--- config.mk ---
export PLATFORM = sky130hd
export DESIGN_NAME = dcm_top
export DESIGN_NICKNAME = d
export VERILOG_FILES = /design/src/rtl/dcm_pkg.sv /design/src/rtl/dcm_mc_timer.sv /design/src/rtl/dcm_mode_fsm.sv /design/src/rtl/dcm_out_decode.sv /design/src/rtl/dcm_top.sv
export SDC_FILE = /design/constraint.sdc
export NUM_CORES = 1
export LEC_CHECK = 0
export BUFFER_PORTS_ARGS = -buffer_cell sky130_fd_sc_hd__buf_2
export CAP_MARGIN = 5
export CORE_AREA = 4 4 41 43
export DETAILED_ROUTE_END_ITERATION = 8
export DIE_AREA = 0 0 45 47
export GPL_TIMING_DRIVEN = 0
export PLACE_DENSITY = 0.63
export SKIP_LAST_GASP = 1
export SYNTH_ARGS = -nofsm -noshare
export SYNTH_HDL_FRONTEND = slang
export SYNTH_SLANG_ARGS = --single-unit
--- constraint.sdc ---
create_clock -name clk -period 1.5 [get_ports clk]
set_input_delay 0 -clock clk [delete_from_list [all_inputs] [get_ports clk]]
set_output_delay 0 -clock clk [all_outputs]
set_load 0.02 [all_outputs]
--- src/rtl/dcm_pkg.sv ---
package dcm_pkg;

    typedef enum logic [2:0] {
        MODE_SINGLE  = 3'd0,
        MODE_FULL    = 3'd1,
        MODE_SLOW_HF = 3'd2,
        MODE_SLOW_LF = 3'd3,
        MODE_IDLE    = 3'd4
    } mode_e;

    function automatic logic is_slow(mode_e m);
        return (m == MODE_SLOW_HF) || (m == MODE_SLOW_LF);
    endfunction

endpackage

--- src/rtl/dcm_mc_timer.sv ---
module dcm_mc_timer #(
    parameter int DIV = 4
) (
    input  logic clk,
    input  logic rst_n,
    input  logic lf_tick,
    input  logic slow,
    output logic mc_tick
);
    localparam int CW = (DIV > 1) ? $clog2(DIV) : 1;
    localparam logic [CW-1:0] LAST = CW'(DIV - 1);

    typedef struct packed {
        logic [CW-1:0] cnt;
    } state_t;

    state_t s_d, s_q;

    always_comb begin
        s_d = s_q;
        if (lf_tick) begin
            s_d.cnt = (s_q.cnt == LAST) ? '0 : s_q.cnt + 1'b1;
        end
        mc_tick = slow ? (lf_tick && (s_q.cnt == LAST)) : 1'b1;
    end

    always_ff @(posedge clk) begin
        if (!rst_n) s_q <= '0;
        else        s_q <= s_d;
    end
endmodule

--- src/rtl/dcm_mode_fsm.sv ---
module dcm_mode_fsm
    import dcm_pkg::*;
(
    input  logic  clk,
    input  logic  rst_n,
    input  logic  mc_tick,
    input  logic  lf_run,
    input  logic  sel_slow,
    input  logic  hf_keep,
    input  logic  idle_req,
    input  logic  wake,
    output mode_e mode
);
    typedef struct packed {
        mode_e mode;
    } state_t;

    state_t s_d, s_q;

    always_comb begin
        s_d = s_q;
        if (mc_tick) begin
            unique case (s_q.mode)
                MODE_SINGLE: begin
                    if (lf_run) s_d.mode = MODE_FULL;
                end
                MODE_FULL: begin
                    if (idle_req)                s_d.mode = MODE_IDLE;
                    else if (sel_slow && lf_run) s_d.mode = MODE_SLOW_HF;
                    else if (!lf_run)            s_d.mode = MODE_SINGLE;
                end
                MODE_SLOW_HF: begin
                    if (!sel_slow)     s_d.mode = MODE_FULL;
                    else if (!hf_keep) s_d.mode = MODE_SLOW_LF;
                end
                MODE_SLOW_LF: begin
                    if (hf_keep) s_d.mode = MODE_SLOW_HF;
                end
                MODE_IDLE: begin
                    if (wake) s_d.mode = MODE_FULL;
                end
                default: s_d.mode = MODE_SINGLE;
            endcase
        end
    end

    always_ff @(posedge clk) begin
        if (!rst_n) s_q <= '{mode: MODE_SINGLE};
        else        s_q <= s_d;
    end

    assign mode = s_q.mode;
endmodule

--- src/rtl/dcm_out_decode.sv ---
module dcm_out_decode
    import dcm_pkg::*;
#(
    parameter int DIV_STAGES = 8
) (
    input  mode_e                  mode,
    input  logic                   per_sel_lf,
    output logic                   cpu_clk_lf,
    output logic                   per_clk_lf,
    output logic                   hf_osc_en,
    output logic                   presc_en,
    output logic [DIV_STAGES-1:0]  div_en,
    output logic                   cpu_halt,
    output logic                   wdt_halt,
    output logic                   per_rst_hold
);
    logic slow;
    logic dual_fast;

    always_comb begin
        slow         = is_slow(mode);
        dual_fast    = (mode == MODE_FULL) || (mode == MODE_IDLE);
        cpu_clk_lf   = slow;
        per_clk_lf   = slow || (dual_fast && per_sel_lf);
        hf_osc_en    = (mode != MODE_SLOW_LF);
        presc_en     = !slow;
        cpu_halt     = (mode == MODE_IDLE);
        wdt_halt     = (mode == MODE_IDLE);
        per_rst_hold = slow;
    end

    for (genvar g = 0; g < DIV_STAGES; g++) begin : g_div
        assign div_en[g] = !slow;
    end
endmodule

--- src/rtl/dcm_top.sv ---
module dcm_top
    import dcm_pkg::*;
#(
    parameter int DIV        = 4,
    parameter int DIV_STAGES = 8
) (
    input  logic                  clk,
    input  logic                  rst_n,
    input  logic                  lf_tick,
    input  logic                  lf_run,
    input  logic                  sel_slow,
    input  logic                  hf_keep,
    input  logic                  per_sel_lf,
    input  logic                  idle_req,
    input  logic                  wake,
    output logic [2:0]            mode_o,
    output logic                  mc_tick,
    output logic                  cpu_clk_lf,
    output logic                  per_clk_lf,
    output logic                  hf_osc_en,
    output logic                  presc_en,
    output logic [DIV_STAGES-1:0] div_en,
    output logic                  cpu_halt,
    output logic                  wdt_halt,
    output logic                  per_rst_hold
);
    mode_e mode;

    dcm_mc_timer #(.DIV(DIV)) u_timer (
        .clk     (clk),
        .rst_n   (rst_n),
        .lf_tick (lf_tick),
        .slow    (is_slow(mode)),
        .mc_tick (mc_tick)
    );

    dcm_mode_fsm u_fsm (
        .clk      (clk),
        .rst_n    (rst_n),
        .mc_tick  (mc_tick),
        .lf_run   (lf_run),
        .sel_slow (sel_slow),
        .hf_keep  (hf_keep),
        .idle_req (idle_req),
        .wake     (wake),
        .mode     (mode)
    );

    dcm_out_decode #(.DIV_STAGES(DIV_STAGES)) u_dec (
        .mode         (mode),
        .per_sel_lf   (per_sel_lf),
        .cpu_clk_lf   (cpu_clk_lf),
        .per_clk_lf   (per_clk_lf),
        .hf_osc_en    (hf_osc_en),
        .presc_en     (presc_en),
        .div_en       (div_en),
        .cpu_halt     (cpu_halt),
        .wdt_halt     (wdt_halt),
        .per_rst_hold (per_rst_hold)
    );

    assign mode_o = mode;
endmodule

---- Yosys cells after proc, flatten, opt, wreduce, memory -nomap -nowiden ----
Cells that the tools add are included.
storage, ports and cells
  register bits ........................... 5
  input bits .............................. 9
  output and inout port bits .............. 19
  logic and storage cells ................. 34
operators by class
  $add $sub $neg .......................... 1
  eq/ne operators ......................... 11
  multiplexer cells ....................... 11
  reduce and logical (&&, ||, !) cells .... 9
operators with widths
  cell                                                                    number
  3-bit two-way mux                                                       8
  3-bit case mux with 5 select lines                                      1
  3-bit by 2-bit equality test with 1-bit output (second input constant)  2
  2-bit != test (second input constant)                                   3
  6-bit AND reduction                                                     1
  4-bit != test (second input constant)                                   1
  3-bit by 1-bit equality test with 1-bit output (second input constant)  1
  3-bit equality test (second input constant)                             1
  1-bit logical AND                                                       3
  3-bit zero test                                                         1
  1-bit logical OR                                                        3
  3-bit by 2-bit != test with 1-bit output (second input constant)        1
  3-bit != test (second input constant)                                   1
  2-bit by 1-bit adder with 2-bit output (second input constant)          1
  2-bit equality test (second input constant)                             1
  2-bit two-way mux                                                       1
  1-bit zero test                                                         1
  1-bit two-way mux                                                       1

---- Longest topological paths before layout ----
Gate-level depths: netlist of run 1.
  depth after elaboration ................. 4
  mapped depth ............................ 4
  gate-level depth less buffers ........... 4

---- By module ----
From an unflattened synthesis of run 1, not the netlist that was laid out.
unflattened totals
  cells, all modules ...................... 57
  area, all modules ....................... 479.2 um^2
by module, submodules not included
  module          times used  cells each  area an instance (um^2)  sequential area each (um^2)
  dcm_mode_fsm    1           30          246.5                    60.1
  dcm_out_decode  1           16          116.4                    0.0
  dcm_mc_timer    1           10          102.6                    40.0
  dcm_top         1           1           13.8                     0.0

---- Least setup slack after synthesis of run 1 ----
No wires, ideal clock.
  kind .................................... register to output
  start point ............................. register u_fsm.s_q, in the netlist u_fsm.mode[2]
  end point ............................... output port per_clk_lf
  arrival ................................. 1.482 ns
  setup slack ............................. 0.018 ns
  cell stages (with the launch flop) ...... 4
  path buffers ............................ 0
  cells stage by stage .................... dfxtp_1 > inv_1 > nor3_1 > o2bb2ai_1
on the way
  longest elaborated chain between the ends .. 4
  elaborated cells on any way between the ends .. 8
  classes of those cells .................. eq/ne (4); reduce/logical (4)
RTL lines
  item                      line                  RTL
  start: declaration        dcm_mode_fsm.sv:18    state_t s_d, s_q;
  start signal: assignment  dcm_mode_fsm.sv:48    if (!rst_n) s_q <= '{mode: MODE_SINGLE};
  3-bit equality test       -
  named net cpu_halt        dcm_top.sv:23         output logic cpu_halt,
  1-bit logical OR          dcm_out_decode.sv:22  dual_fast = (mode == MODE_FULL) || (mode == MODE_IDLE);
  1-bit logical AND         dcm_out_decode.sv:24  per_clk_lf = slow || (dual_fast && per_sel_lf);
  1-bit logical OR          dcm_out_decode.sv:24
  end: declaration          dcm_top.sv:19         output logic per_clk_lf,
The timed path passes the listed nets, and every way through them passes these cells.

---- Final worst setup path of run 1 ----
  start point ............................. register u_fsm.s_q, in the netlist u_fsm.mode[1]
  end point ............................... output port div_en[1]
on the way
  longest elaborated chain between the ends .. 3
  elaborated cells on any way between the ends .. 4
  classes of those cells .................. eq/ne (2); reduce/logical (2)
RTL lines
  item                                            line                  RTL
  3-bit by 2-bit equality test with 1-bit output  dcm_pkg.sv:12         return (m == MODE_SLOW_HF) || (m == MODE_SLOW_LF);
  1-bit logical OR (*)                            dcm_pkg.sv:12
  1-bit zero test (*)                             dcm_out_decode.sv:33  assign div_en[g] = !slow;
  end: declaration                                dcm_top.sv:22         output logic [DIV_STAGES-1:0] div_en,
Every way passes the cells marked *; elsewhere a longest branch is shown, timed or not.

==> Implementation_results.wiki, run 1 <==
{| class="wikitable"
! Metric !! Value
|-
| Outcome || completed
|-
| Register-to-Register Path Depth || 4
|-
| Switching pwr || 119 uW
|-
| DRC violation count after routing || 0
|-
| Average detailed-routed wire length per instance || ~10 um
|-
| Top Family by Delay on Critical Path || flip-flops
|-
| Cell-internal power || just under 300 uW
|-
| Bufs on Longest Clock Path || 2
|-
| Sum of negative setup slack || 0 ns
|-
| Placer congestion estimate || approximately 0.77
|-
| Reg clk slew, reported paths || approximately 0.040 ns
|-
| Sequential share of the synthesized area || between 20% and 30%
|-
| Highest-delay cell along the critical path || sky130_fd_sc_hd__dfxtp_1
|-
| Skew final || 0.00180 ns
|-
| Number of vias after detailed routing || 400
|-
| Area of the die || ~2100 sq um
|-
| Relative slew slack || between 80% and 90%
|-
| Post-layout worst setup margin || roughly 0.13 ns
|-
| Post-detail-place hpwl || about 780 um
|-
| Capturing element of the worst setup path || div_en[1]
|-
| CP arrival || 1.37 ns
|-
| Top cell type by total area after synthesis || sky130_fd_sc_hd__dfxtp_1
|-
| Area share of the largest cell type after synthesis || 24.8%
|-
| Antenna violations before repair || 0
|-
| Pre-CTS setup slack || between 0.3 and 0.4 ns
|-
| Number of diodes added for antenna fixing || 0
|-
| Type of element launching the critical path || flip-flop
|-
| Maximum achievable frequency || about 730 MHz
|-
| Post-Synthesis Cells || between 40 and 50
|-
| Routed Wire Length || 932 um
|-
| Maximum single-stage delay on the critical path || ~0.47 ns
|-
| Crit. path cell count || 4
|-
| Skew-Pair Late Insertion Delay || ~0.23 ns
|-
| Number of hold-repair buffers added at the cts stage || 0
|-
| Remaining number of nets flagged by the antenna check after routing || 0
|-
| Clk network pwr share || between 30% and 40%
|-
| Data required time at the worst endpoint || roughly 1.5 ns
|-
| Die extent in x || around 45 um
|-
| Crit Reg-Reg Startpoint || u_timer.s_q[0]
|-
| Effective utilization at floorplan || a little under a third
|-
| Path type of the worst min-delay path || in -> reg
|-
| Root cell of the clock tree || sky130_fd_sc_hd__clkbuf_4
|-
| Aggregate global-route resource usage || 8.86%
|-
| Detailed Routing Iterations Pass 1 || 4
|-
| Post-synth net total || 57
|-
| Minimum clock period || between 1 and 1.5 ns
|-
| Global-route wire length before repair || 1350 um
|-
| Standard-cell rows || 13
|-
| Register-to-register path setup slack || 0.39 ns
|-
| Warnings from Yosys || 0
|-
| Level count of the clock H-tree || 1
|-
| Yosys reg bits || 5
|-
| DR vias/cell || ~4.3
|-
| First-iteration detailed-routing DRC count || 1
|-
| Post-synthesis cell area || 403 sq um
|-
| Worst hold margin || 0.0540 ns
|-
| Number of global-route vias before repair || ~340
|-
| Share of cells above drive strength 1 || 61.5%
|-
| Core box area || roughly 1300 sq um
|-
| Part of the power in combinational logic || between 20% and 30%
|-
| Synth area leaders || sky130_fd_sc_hd__dfxtp_1 (25%), sky130_fd_sc_hd__buf_4 (19%), sky130_fd_sc_hd__mux2i_1 (5.0%), sky130_fd_sc_hd__nor2b_1 (4.7%), sky130_fd_sc_hd__nor2_1 (3.7%)
|-
| Total count of hold-check failures in the final report || 0
|-
| Setup violation total in the final timing report || 0
|-
| Die height || around 47 um
|-
| Number of violations of the max-capacitance limit || 0
|-
| Post-CTS setup buffer count || 0
|-
| Mean area per synthesized cell || 8.57 sq um
|-
| Number of stages on the worst hold path || 2
|-
| RSZ-0062 raised after global routing || false
|-
| Final global-route overflow total || 0
|-
| IO Pins || 28
|-
| CTS tree || done
|-
| Transition time at the pin with the least slew margin || ~0.27 ns
|-
| Clock sink total || 5
|-
| Final net count || 89
|-
| Core utilization of the finished layout || between 40% and 50%
|-
| Path type of the worst setup path || reg -> out
|-
| IO buf count || 27
|-
| Peak supply drop || around 0.00043 V
|-
| Maximum net fanout on the critical path || 9
|-
| Total buffers and inverters traversed by the critical path || 3
|-
| Power share of the sequential group || between 30% and 40%
|-
| Cell area power density || 706 nW/um^2
|-
| Worst setup path startpoint || u_fsm.mode[1]
|-
| Post-synth cell types || 23
|-
| Post-CTS Resized || 0
|-
| Synth-to-Final Area Change || 46.3%
|-
| CTS Buf Count || 3
|-
| CP cell instances || and2b_4 -> inv_1 -> buf_4 -> buf_2
|-
| Maximum number of pins on one net before global-route repair || 11
|-
| Leakage power of the design || about 0.00029 uW
|-
| Share of the cycle needed by the critical path after routing || about 91%
|-
| Number of pins exceeding their max-slew limit in the final report || 0
|-
| Worst Setup End Kind || output port
|-
| Endpoint of the lowest-slack register-to-register path || u_fsm.mode[1]
|-
| Switching share of power || approximately 29%
|}
## Yosys cell counts, drive strengths merged
| cell | instances |
|---|---|
| a22oi | 1 |
| nand2 | 3 |
| o311ai | 1 |
| mux2 | 1 |
| nor2b | 3 |
| nor3 | 2 |
| nand3 | 1 |
| o211ai | 1 |
| inv | 2 |
| o2bb2ai | 1 |
| a21oi | 1 |
| ha | 1 |
| mux2i | 2 |
| buf | 11 |
| a21o | 1 |
| dfxtp | 5 |
| a21boi | 1 |
| nor3b | 2 |
| nor2 | 4 |
| and2b | 1 |
| a31oi | 2 |
## cell families after synthesis
logic type | Yosys count | synth area share, %
buf+inv | 13 | 23.3
fa+ha+maj | 1 | 3.11
flops | 5 | 24.8
compound gates | 9 | 18.6
mux | 3 | 7.76
simple gates | 16 | 22.4
## final cells by class
| class | count | area [sq um] |
|---|---|---|
| inverters | 2 | 7.51 |
| clock buffers | 4 | 26.3 |
| fillers | 139 | 712 |
| multi-input cells | 29 | 214 |
| plain buffers | 11 | 86.3 |
| repair buffers | 27 | 135 |
| flip-flops and latches | 5 | 101 |
| well taps | 15 | 18.8 |
## power groups by stage
stage | Clock [uW] | Sequential (uW) | Combinational, uW
4_1_cts | 156 | 150 | 117
6_report | 149 | 151 | 116
5_1_grt | 167 | 152 | 128
3_5_place_dp | 0 | 153 | 117
3_3_place_gp | 0 | 152 | 116
2_1_floorplan | 0 | 157 | 73.7
## layout by cell type, fill, tap and decap left out, types with 2 or more instances in the layout
master                     instances
sky130_fd_sc_hd__inv_1             2
sky130_fd_sc_hd__buf_2            27
sky130_fd_sc_hd__dfxtp_1           4
sky130_fd_sc_hd__nor2_1            4
sky130_fd_sc_hd__mux2i_1           2
sky130_fd_sc_hd__a31oi_1           2
sky130_fd_sc_hd__nor2b_1           3
sky130_fd_sc_hd__nand2_1           3
sky130_fd_sc_hd__buf_4            10
sky130_fd_sc_hd__clkbuf_4          3
## metrics by stage
step	total power [uW]	cell area, sq um	cells
floorplan	230	403	47
global placement	268	557	89
detailed placement	270	557	89
CTS	424	583	93
global route	448	589	93
finish	416	589	93
## registers in the layout, indices dropped and copies added (netlist names)
signal	count
u_timer.s_q	2
u_fsm.mode	3
## how the worst min path moves through the flow
stage	to	from	slack [ns]
after global routing	u_timer.s_q[0]	rst_n	0.06
after CTS	u_timer.s_q[1]	rst_n	0.05
after floorplan	u_timer.s_q[0]	rst_n	0.13
after detailed placement	u_timer.s_q[1]	rst_n	0.29
after global placement	u_timer.s_q[1]	rst_n	0.28
final	u_timer.s_q[1]	rst_n	0.05
## per-layer routing
metal	part of all wire, %	GRT usage [%]
met1	43	10.3
met2	51	14.7
met3	5.7	2.30
met4	0	5.26
met5	0	0
(Power assumes the default switching activity.)
==> run 2: changes to the inputs <==
==> constraint.sdc (replaced) <==
create_clock -name clk -period 1.55 [get_ports clk]
set_input_delay 0 -clock clk [delete_from_list [all_inputs] [get_ports clk]]
set_output_delay 0 -clock clk [all_outputs]
set_load 0.02 [all_outputs]
==> Implementation_results.wiki, run 2 (synthesis gave the netlist of run 1 again) <==
{| class="wikitable"
! Metric !! Value
|-
| Path type of the worst setup path || reg -> out (unchanged)
|-
| Number of diodes added for antenna fixing || 0 (unchanged)
|-
| Cell area power density || 688 nW/um^2 (was 706 nW/um^2)
|-
| CTS Buf Count || 3 (unchanged)
|-
| Core box area || 1300 sq um (unchanged)
|-
| Relative slew slack || 79.3% (was 81.7%)
|-
| Share of the cycle needed by the critical path after routing || between 80% and 90%
|-
| CP arrival || 1.38 ns (was 1.37 ns)
|-
| Area of the die || 2120 sq um (unchanged)
|-
| Post-CTS Resized || 0 (unchanged)
|-
| Layout fillers || 140 (was 139)
|-
| IO Pins || 28 (unchanged)
|-
| Path type of the worst min-delay path || in -> reg (unchanged)
|-
| Detailed Routing Iterations Pass 1 || 2 (was 4)
|-
| Core utilization of the finished layout || 44.8% (was 45.3%)
|-
| Number of hold-repair buffers added at the cts stage || 0 (unchanged)
|-
| Remaining number of nets flagged by the antenna check after routing || 0 (unchanged)
|-
| Skew-Pair Late Insertion Delay || 0.23 ns (about the same)
|-
| Area of the multi-input gates || 209 sq um (was 214 sq um)
|-
| Maximum number of pins on one net before global-route repair || 11 (unchanged)
|-
| Synth-to-Final Area Change || 44.7% (was 46.3%)
|-
| Total count of hold-check failures in the final report || 0 (unchanged)
|-
| IO buf count || 27 (unchanged)
|-
| Transition time at the pin with the least slew margin || 0.309 ns (was 0.274 ns)
|-
| Routed Wire Length || 916 um (was 932 um)
|-
| Sum of negative setup slack || 0 ns (unchanged)
|-
| Average detailed-routed wire length per instance || 9.85 um (was 10.0 um)
|-
| Number of pins exceeding their max-slew limit in the final report || 0 (unchanged)
|-
| Minimum clock period || between 1 and 1.5 ns
|-
| First-iteration detailed-routing DRC count || 2 (was 1)
|-
| RSZ-0062 raised after global routing || false (unchanged)
|-
| Effective utilization at floorplan || 31.0% (unchanged)
|-
| Most frequent standard cell in the layout excluding fill and tap cells || sky130_fd_sc_hd__buf_2 (unchanged)
|-
| CTS tree || done (unchanged)
|-
| Die extent in x || 45 um (unchanged)
|-
| Number of violations of the max-capacitance limit || 0 (unchanged)
|-
| Setup violation total in the final timing report || 0 (unchanged)
|-
| Bufs on Longest Clock Path || 2 (unchanged)
|-
| Outcome || completed (unchanged)
|-
| Area of all sequential standard cells || 100 sq um (was 101 sq um)
|-
| Number of global-route vias before repair || 342 (unchanged)
|-
| Die height || 47 um (unchanged)
|-
| Type of element launching the critical path || flip-flop (unchanged)
|-
| Level count of the clock H-tree || 1 (unchanged)
|-
| Reg clk slew, reported paths || 0.04 ns (about the same)
|-
| Final global-route overflow total || 0 (unchanged)
|-
| Post-CTS setup buffer count || 0 (unchanged)
|-
| DR vias/cell || 4.26 (was 4.30)
|-
| Number of vias after detailed routing || 396 (was 400)
|-
| Maximum achievable frequency || 722 MHz
|-
| Peak supply drop || 0.000414 V (was 0.000430 V)
|-
| Data required time at the worst endpoint || 1.55 ns (was 1.50 ns)
|-
| Skew final || 0.00180 ns (unchanged)
|-
| Final net count || 89 (unchanged)
|-
| Max reg flops || 3 (unchanged)
|-
| Aggregate global-route resource usage || 8.86% (unchanged)
|-
| Share of cells above drive strength 1 || 59.0% (was 61.5%)
|-
| Commonest non-fill, non-tap cells in the layout || sky130_fd_sc_hd__buf_2 (27), sky130_fd_sc_hd__buf_4 (10), sky130_fd_sc_hd__dfxtp_1 (5) (was sky130_fd_sc_hd__buf_2 (27), sky130_fd_sc_hd__buf_4 (10), sky130_fd_sc_hd__nor2_1 (4), sky130_fd_sc_hd__dfxtp_1 (4))
|-
| Root cell of the clock tree || sky130_fd_sc_hd__clkbuf_4 (unchanged)
|-
| Post-detail-place hpwl || 780 um (unchanged)
|-
| Worst Setup End Kind || output port (unchanged)
|-
| Leakage power of the design || 0.000284 uW (was 0.000288 uW)
|-
| Antenna violations before repair || 0 (unchanged)
|-
| Placer congestion estimate || 0.767 (unchanged)
|-
| Global-route wire length before repair || 1350 um (unchanged)
|-
| Clock sink total || 5 (unchanged)
|-
| Standard-cell rows || 13 (unchanged)
|-
| Maximum net fanout on the critical path || 9 (unchanged)
|-
| DRC violation count after routing || 0 (unchanged)
|}
run 2: layout make-up:
cell class	instances	area share, %
buffer	11	14.8
clock buffer	4	4.51
inverter	2	1.29
multi-input combinational	29	35.8
sequential	5	17.2
tap	15	3.22
timing repair buffer	27	23.2
run 2: power by group:
part | leakage [uW] | total, uW | internal [uW] | switching (uW)
sequential | 0.0000411 | 146 | 138 | 7.59
combinational | 0.000228 | 112 | 51.9 | 59.9
clock | 0.0000150 | 144 | 96.9 | 47.0
run 2: worst max-delay path: stages (launching register included):
cell and delay, ns:
sky130_fd_sc_hd__dfxtp_1 0.43, sky130_fd_sc_hd__and2b_4 0.25, sky130_fd_sc_hd__inv_1 0.18, sky130_fd_sc_hd__buf_4 0.14, sky130_fd_sc_hd__buf_2 0.15
run 2: worst paths after layout:
check,from,endpoint,slack [ns],cells after the start
max reg2reg,u_fsm.mode[2],u_fsm.mode[0],0.44,3
min reg2reg,u_timer.s_q[1],u_timer.s_q[1],0.53,2
min,rst_n,u_timer.s_q[1],0.05,2
max,u_fsm.mode[2],div_en[5],0.17,4
run 2: stage by stage:
step                      power [uW]  instance area [sq um]  worst slack [ns]  cells  hold WS (ns)
after global placement           259                    557             0.414     89         0.282
after detailed placement         261                    557             0.406     89         0.293
after CTS                        410                    583             0.138     93        0.0490
after floorplan                  223                    403            0.0681     47         0.128
after global routing             432                    583           0.00123     93        0.0604
final                            401                    583             0.166     93        0.0540
run 2: routing by layer:
| metal | track usage [%] | wire (um) | up-vias |
|---|---|---|---|
| met3 | 2.30 | 53 | 0 |
| met2 | 14.7 | 455 | 12 |
| met5 | 0 | 0 | - |
| met1 | 10.3 | 406 | 166 |
| met4 | 5.26 | 0 | 0 |
| li1 | - | - | 218 |
==> run 3: changes to the inputs <==
--- a/config.mk
+++ b/config.mk
@@ -11,8 +11,9 @@
 export DETAILED_ROUTE_END_ITERATION = 8
 export DIE_AREA = 0 0 45 47
 export GPL_TIMING_DRIVEN = 0
-export PLACE_DENSITY = 0.63
+export PLACE_DENSITY = 0.69
 export SKIP_LAST_GASP = 1
 export SYNTH_ARGS = -nofsm -noshare
 export SYNTH_HDL_FRONTEND = slang
+export SYNTH_HIERARCHICAL = 1
 export SYNTH_SLANG_ARGS = --single-unit
==> Implementation_results.wiki, run 3 <==
{| class="wikitable"
! Metric !! Value
|-
| Aggregate global-route resource usage || 11.6% (was 8.86%)
|-
| Type of element launching the critical path || flip-flop (unchanged)
|-
| Remaining number of nets flagged by the antenna check after routing || 0 (unchanged)
|-
| Routed length on met1 || 470 um (was 406 um)
|-
| Data required time at the worst endpoint || 1.68 ns (was 1.55 ns)
|-
| Number of global-route vias before repair || 392 (was 342)
|-
| Detailed Routing Iterations Pass 1 || 4 (was 2)
|-
| Pre-CTS setup slack || 0.0334 ns (was 0.406 ns)
|-
| Top post-synthesis cells by count || sky130_fd_sc_hd__buf_4 (10), sky130_fd_sc_hd__dfxtp_1 (5), sky130_fd_sc_hd__nand2_1 (4) (was sky130_fd_sc_hd__buf_4 (10), sky130_fd_sc_hd__dfxtp_1 (5), sky130_fd_sc_hd__nor2_1 (4), sky130_fd_sc_hd__nand2_1 (3), sky130_fd_sc_hd__nor2b_1 (3))
|-
| Number of diodes added for antenna fixing || 0 (unchanged)
|-
| Placer congestion estimate || 0.794 (was 0.767)
|-
| Share of the cycle needed by the critical path after routing || 94.8% (was 89.3%)
|-
| Number of violations of the max-capacitance limit || 0 (unchanged)
|-
| Reg clk slew, reported paths || 0.05 ns (was 0.04 ns)
|-
| Setup violation total in the final timing report || 0 (unchanged)
|-
| CTS Buf Count || 3 (unchanged)
|-
| Warnings from Yosys || 6 (was 0)
|-
| Post-synthesis cell area || 479 sq um (was 403 sq um)
|-
| Maximum single-stage delay on the critical path || 0.36 ns (was 0.43 ns)
|-
| Cell area power density || 679 nW/um^2 (was 688 nW/um^2)
|-
| DRC violation count after routing || 0 (unchanged)
|-
| Commonest non-fill, non-tap cells in the layout || sky130_fd_sc_hd__buf_2 (27), sky130_fd_sc_hd__buf_4 (11), sky130_fd_sc_hd__dfxtp_2 (4) (was sky130_fd_sc_hd__buf_2 (27), sky130_fd_sc_hd__buf_4 (10), sky130_fd_sc_hd__dfxtp_1 (5))
|-
| Sequential share of the synthesized area || 20.9% (was 24.8%)
|-
| Skew final || 0.00521 ns (was 0.00180 ns)
|-
| Bufs on Longest Clock Path || 2 (unchanged)
|-
| Total buffers and inverters traversed by the critical path || 1 (was 3)
|-
| Peak supply drop || 0.000513 V (was 0.000414 V)
|-
| RSZ-0062 raised after global routing || false (unchanged)
|-
| Number of hold-repair buffers added at the cts stage || 0 (unchanged)
|-
| Antenna violations before repair || 0 (unchanged)
|-
| Post-synth cell types || 29 (was 23)
|-
| Post-Synthesis Cells || 57 (was 47)
|-
| Worst Setup End Kind || flip-flop (was output port)
|-
| Mean area per synthesized cell || 8.41 sq um (was 8.57 sq um)
|-
| Final net count || 99 (was 89)
|-
| Beginning of the worst hold path || rst_n (unchanged)
|-
| Synth-to-Final Area Change || 47.3% (was 44.7%)
|-
| Max reg flops || 3 (unchanged)
|-
| Maximum number of pins on one net before global-route repair || 14 (was 11)
|-
| Sum of negative setup slack || 0 ns (unchanged)
|-
| Number of synthesized flops with an enable pin || 0 (unchanged)
|-
| Minimum clock period || 1.47 ns (was 1.38 ns)
|-
| Async set-or-reset flop fraction in the synthesized netlist || 0% (unchanged)
|-
| Layout fillers || 135 (was 140)
|-
| Outcome || completed (unchanged)
|-
| IO buf count || 27 (unchanged)
|-
| Most frequent cell after synthesis || sky130_fd_sc_hd__buf_4 (unchanged)
|-
| Global-route wire length before repair || 1730 um (was 1350 um)
|-
| Number of pins exceeding their max-slew limit in the final report || 0 (unchanged)
|-
| Clock sink total || 5 (unchanged)
|-
| Leading register cell type out of synthesis || sky130_fd_sc_hd__dfxtp_1 (unchanged)
|-
| Post-layout worst setup margin || 0.0802 ns (was 0.166 ns)
|-
| Yosys reg bits || 5 (unchanged)
|-
| Number of vias after detailed routing || 515 (was 396)
|-
| Skew-Pair Late Insertion Delay || 0.24 ns (was 0.23 ns)
|-
| Maximum achievable frequency || 680 MHz (was 722 MHz)
|-
| CP arrival || 1.60 ns (was 1.38 ns)
|-
| IO Pins || 28 (unchanged)
|-
| Effective utilization at floorplan || 36.8% (was 31.0%)
|-
| Top cell type by total area after synthesis || sky130_fd_sc_hd__dfxtp_1 (unchanged)
|-
| First-iteration detailed-routing DRC count || 7 (was 2)
|-
| Met3 WL || 170 um (was 53 um)
|-
| CP cell instances || ha_4 -> nand2_1 -> nand2_2 -> inv_1 -> a211o_1 -> o21bai_4 -> mux2i_1 (was and2b_4 -> inv_1 -> buf_4 -> buf_2)
|-
| Path type of the worst setup path || reg -> reg (was reg -> out)
|-
| Routed Wire Length || 1150 um (was 916 um)
|-
| Highest-delay cell along the critical path || sky130_fd_sc_hd__dfxtp_1 (unchanged)
|-
| Area of the die || 2120 sq um (unchanged)
|-
| Share of cells above drive strength 1 || 62.5% (was 59.0%)
|-
| Die height || 47 um (unchanged)
|-
| Leakage power of the design || 0.000327 uW (was 0.000284 uW)
|-
| DR vias/cell || 5.00 (was 4.26)
|-
| Area share of the largest cell type after synthesis || 20.9% (was 24.8%)
|-
| Final global-route overflow total || 0 (unchanged)
|-
| Synth area leaders || sky130_fd_sc_hd__dfxtp_1 (21%), sky130_fd_sc_hd__buf_4 (16%), sky130_fd_sc_hd__nor4bb_1 (6.3%), sky130_fd_sc_hd__nor3b_2 (5.2%), sky130_fd_sc_hd__mux2i_1 (4.2%) (was sky130_fd_sc_hd__dfxtp_1 (25%), sky130_fd_sc_hd__buf_4 (19%), sky130_fd_sc_hd__mux2i_1 (5.0%), sky130_fd_sc_hd__nor2b_1 (4.7%), sky130_fd_sc_hd__nor2_1 (3.7%))
|-
| CTS tree || done (unchanged)
|-
| Maximum net fanout on the critical path || 4 (was 9)
|-
| Core box area || 1300 sq um (unchanged)
|-
| Highest routing layer actually used || met4 (was met3)
|-
| Crit Reg-Reg Startpoint || u_timer/s_q[1] (was u_fsm.mode[2])
|-
| Worst setup path startpoint || u_timer/s_q[1] (was u_fsm.mode[2])
|-
| Top Family by Delay on Critical Path || compound AO/OA/AOI/OAI gates (was buffers and inverters)
|-
| Root cell of the clock tree || sky130_fd_sc_hd__clkbuf_4 (unchanged)
|-
| Post-synth net total || 67 (was 57)
|-
| Transition time at the pin with the least slew margin || 0.491 ns (was 0.309 ns)
|-
| Total count of hold-check failures in the final report || 0 (unchanged)
|-
| Core utilization of the finished layout || 54.2% (was 44.8%)
|-
| Relative slew slack || 67.0% (was 79.3%)
|-
| Routed wire length on met2 || 485 um (was 455 um)
|-
| Level count of the clock H-tree || 1 (unchanged)
|-
| Path type of the worst min-delay path || in -> reg (unchanged)
|-
| Average detailed-routed wire length per instance || 11.1 um (was 9.85 um)
|-
| Most frequent standard cell in the layout excluding fill and tap cells || sky130_fd_sc_hd__buf_2 (unchanged)
|-
| Post-detail-place hpwl || 838 um (was 780 um)
|-
| Standard-cell rows || 13 (unchanged)
|-
| Die extent in x || 45 um (unchanged)
|}
-- run 3: worst paths after layout --
kind	to	slack [ns]	depth (start not counted)
min reg2reg	u_timer/s_q[1]	0.55	2
min	u_timer/s_q[0]	0.03	2
max	u_fsm/mode[2]	0.08	7
max reg2reg	u_fsm/mode[2]	0.08	7
-- run 3: cells by family after synthesis --
kind of cell,after synthesis,share of synthesized area [%]
AOI/OAI and AO/OA,14,20.6
and+or+nand+nor,21,31.1
muxes,2,4.18
adders and majority gates,1,2.61
DFF,5,20.9
buffers and inverters,14,20.6
-- run 3: report_power, final --
group	internal, uW	switching [uW]
logic	82.2	87.9
clock network	97.4	54.9
registers	141	15.9
total	320	159
-- run 3: per-stage QoR --
stage	power (uW)	instance area, sq um	instances	hold WS, ns
2_1_floorplan	264	482	57	0.118
3_3_place_gp	311	636	99	0.287
3_5_place_dp	312	636	99	0.288
4_1_cts	474	663	103	0.0277
5_1_grt	519	706	103	0.0386
6_report	479	706	103	0.0333
-- run 3: cell type report --
| class | count | area (sq um) | area share [%] |
|---|---|---|---|
| Timing Repair Buffer | 27 | 135 | 19.1 |
| Sequential cell | 5 | 105 | 14.9 |
| Inverter | 2 | 7.51 | 1.06 |
| Buffer | 12 | 93.8 | 13.3 |
| Tap cell | 15 | 18.8 | 2.66 |
| Clock buffer | 4 | 26.3 | 3.72 |
| Multi-Input combinational cell | 38 | 319 | 45.2 |
-- run 3: repair_timing --
item / CTS / global route
setup buffers: 0 / 0
setup endpoints to repair: 1 / 2
gates resized for setup: 1 / 9
pin swaps: 0 / 2
cloned: 0 / 0
-- run 3: metal layers --
metal  vias to the layer above  GRT usage, %
li1                        260             -
met1                       220          13.9
met2                        33          17.5
met3                         2          6.90
met4                         0          3.51
met5                         -             0
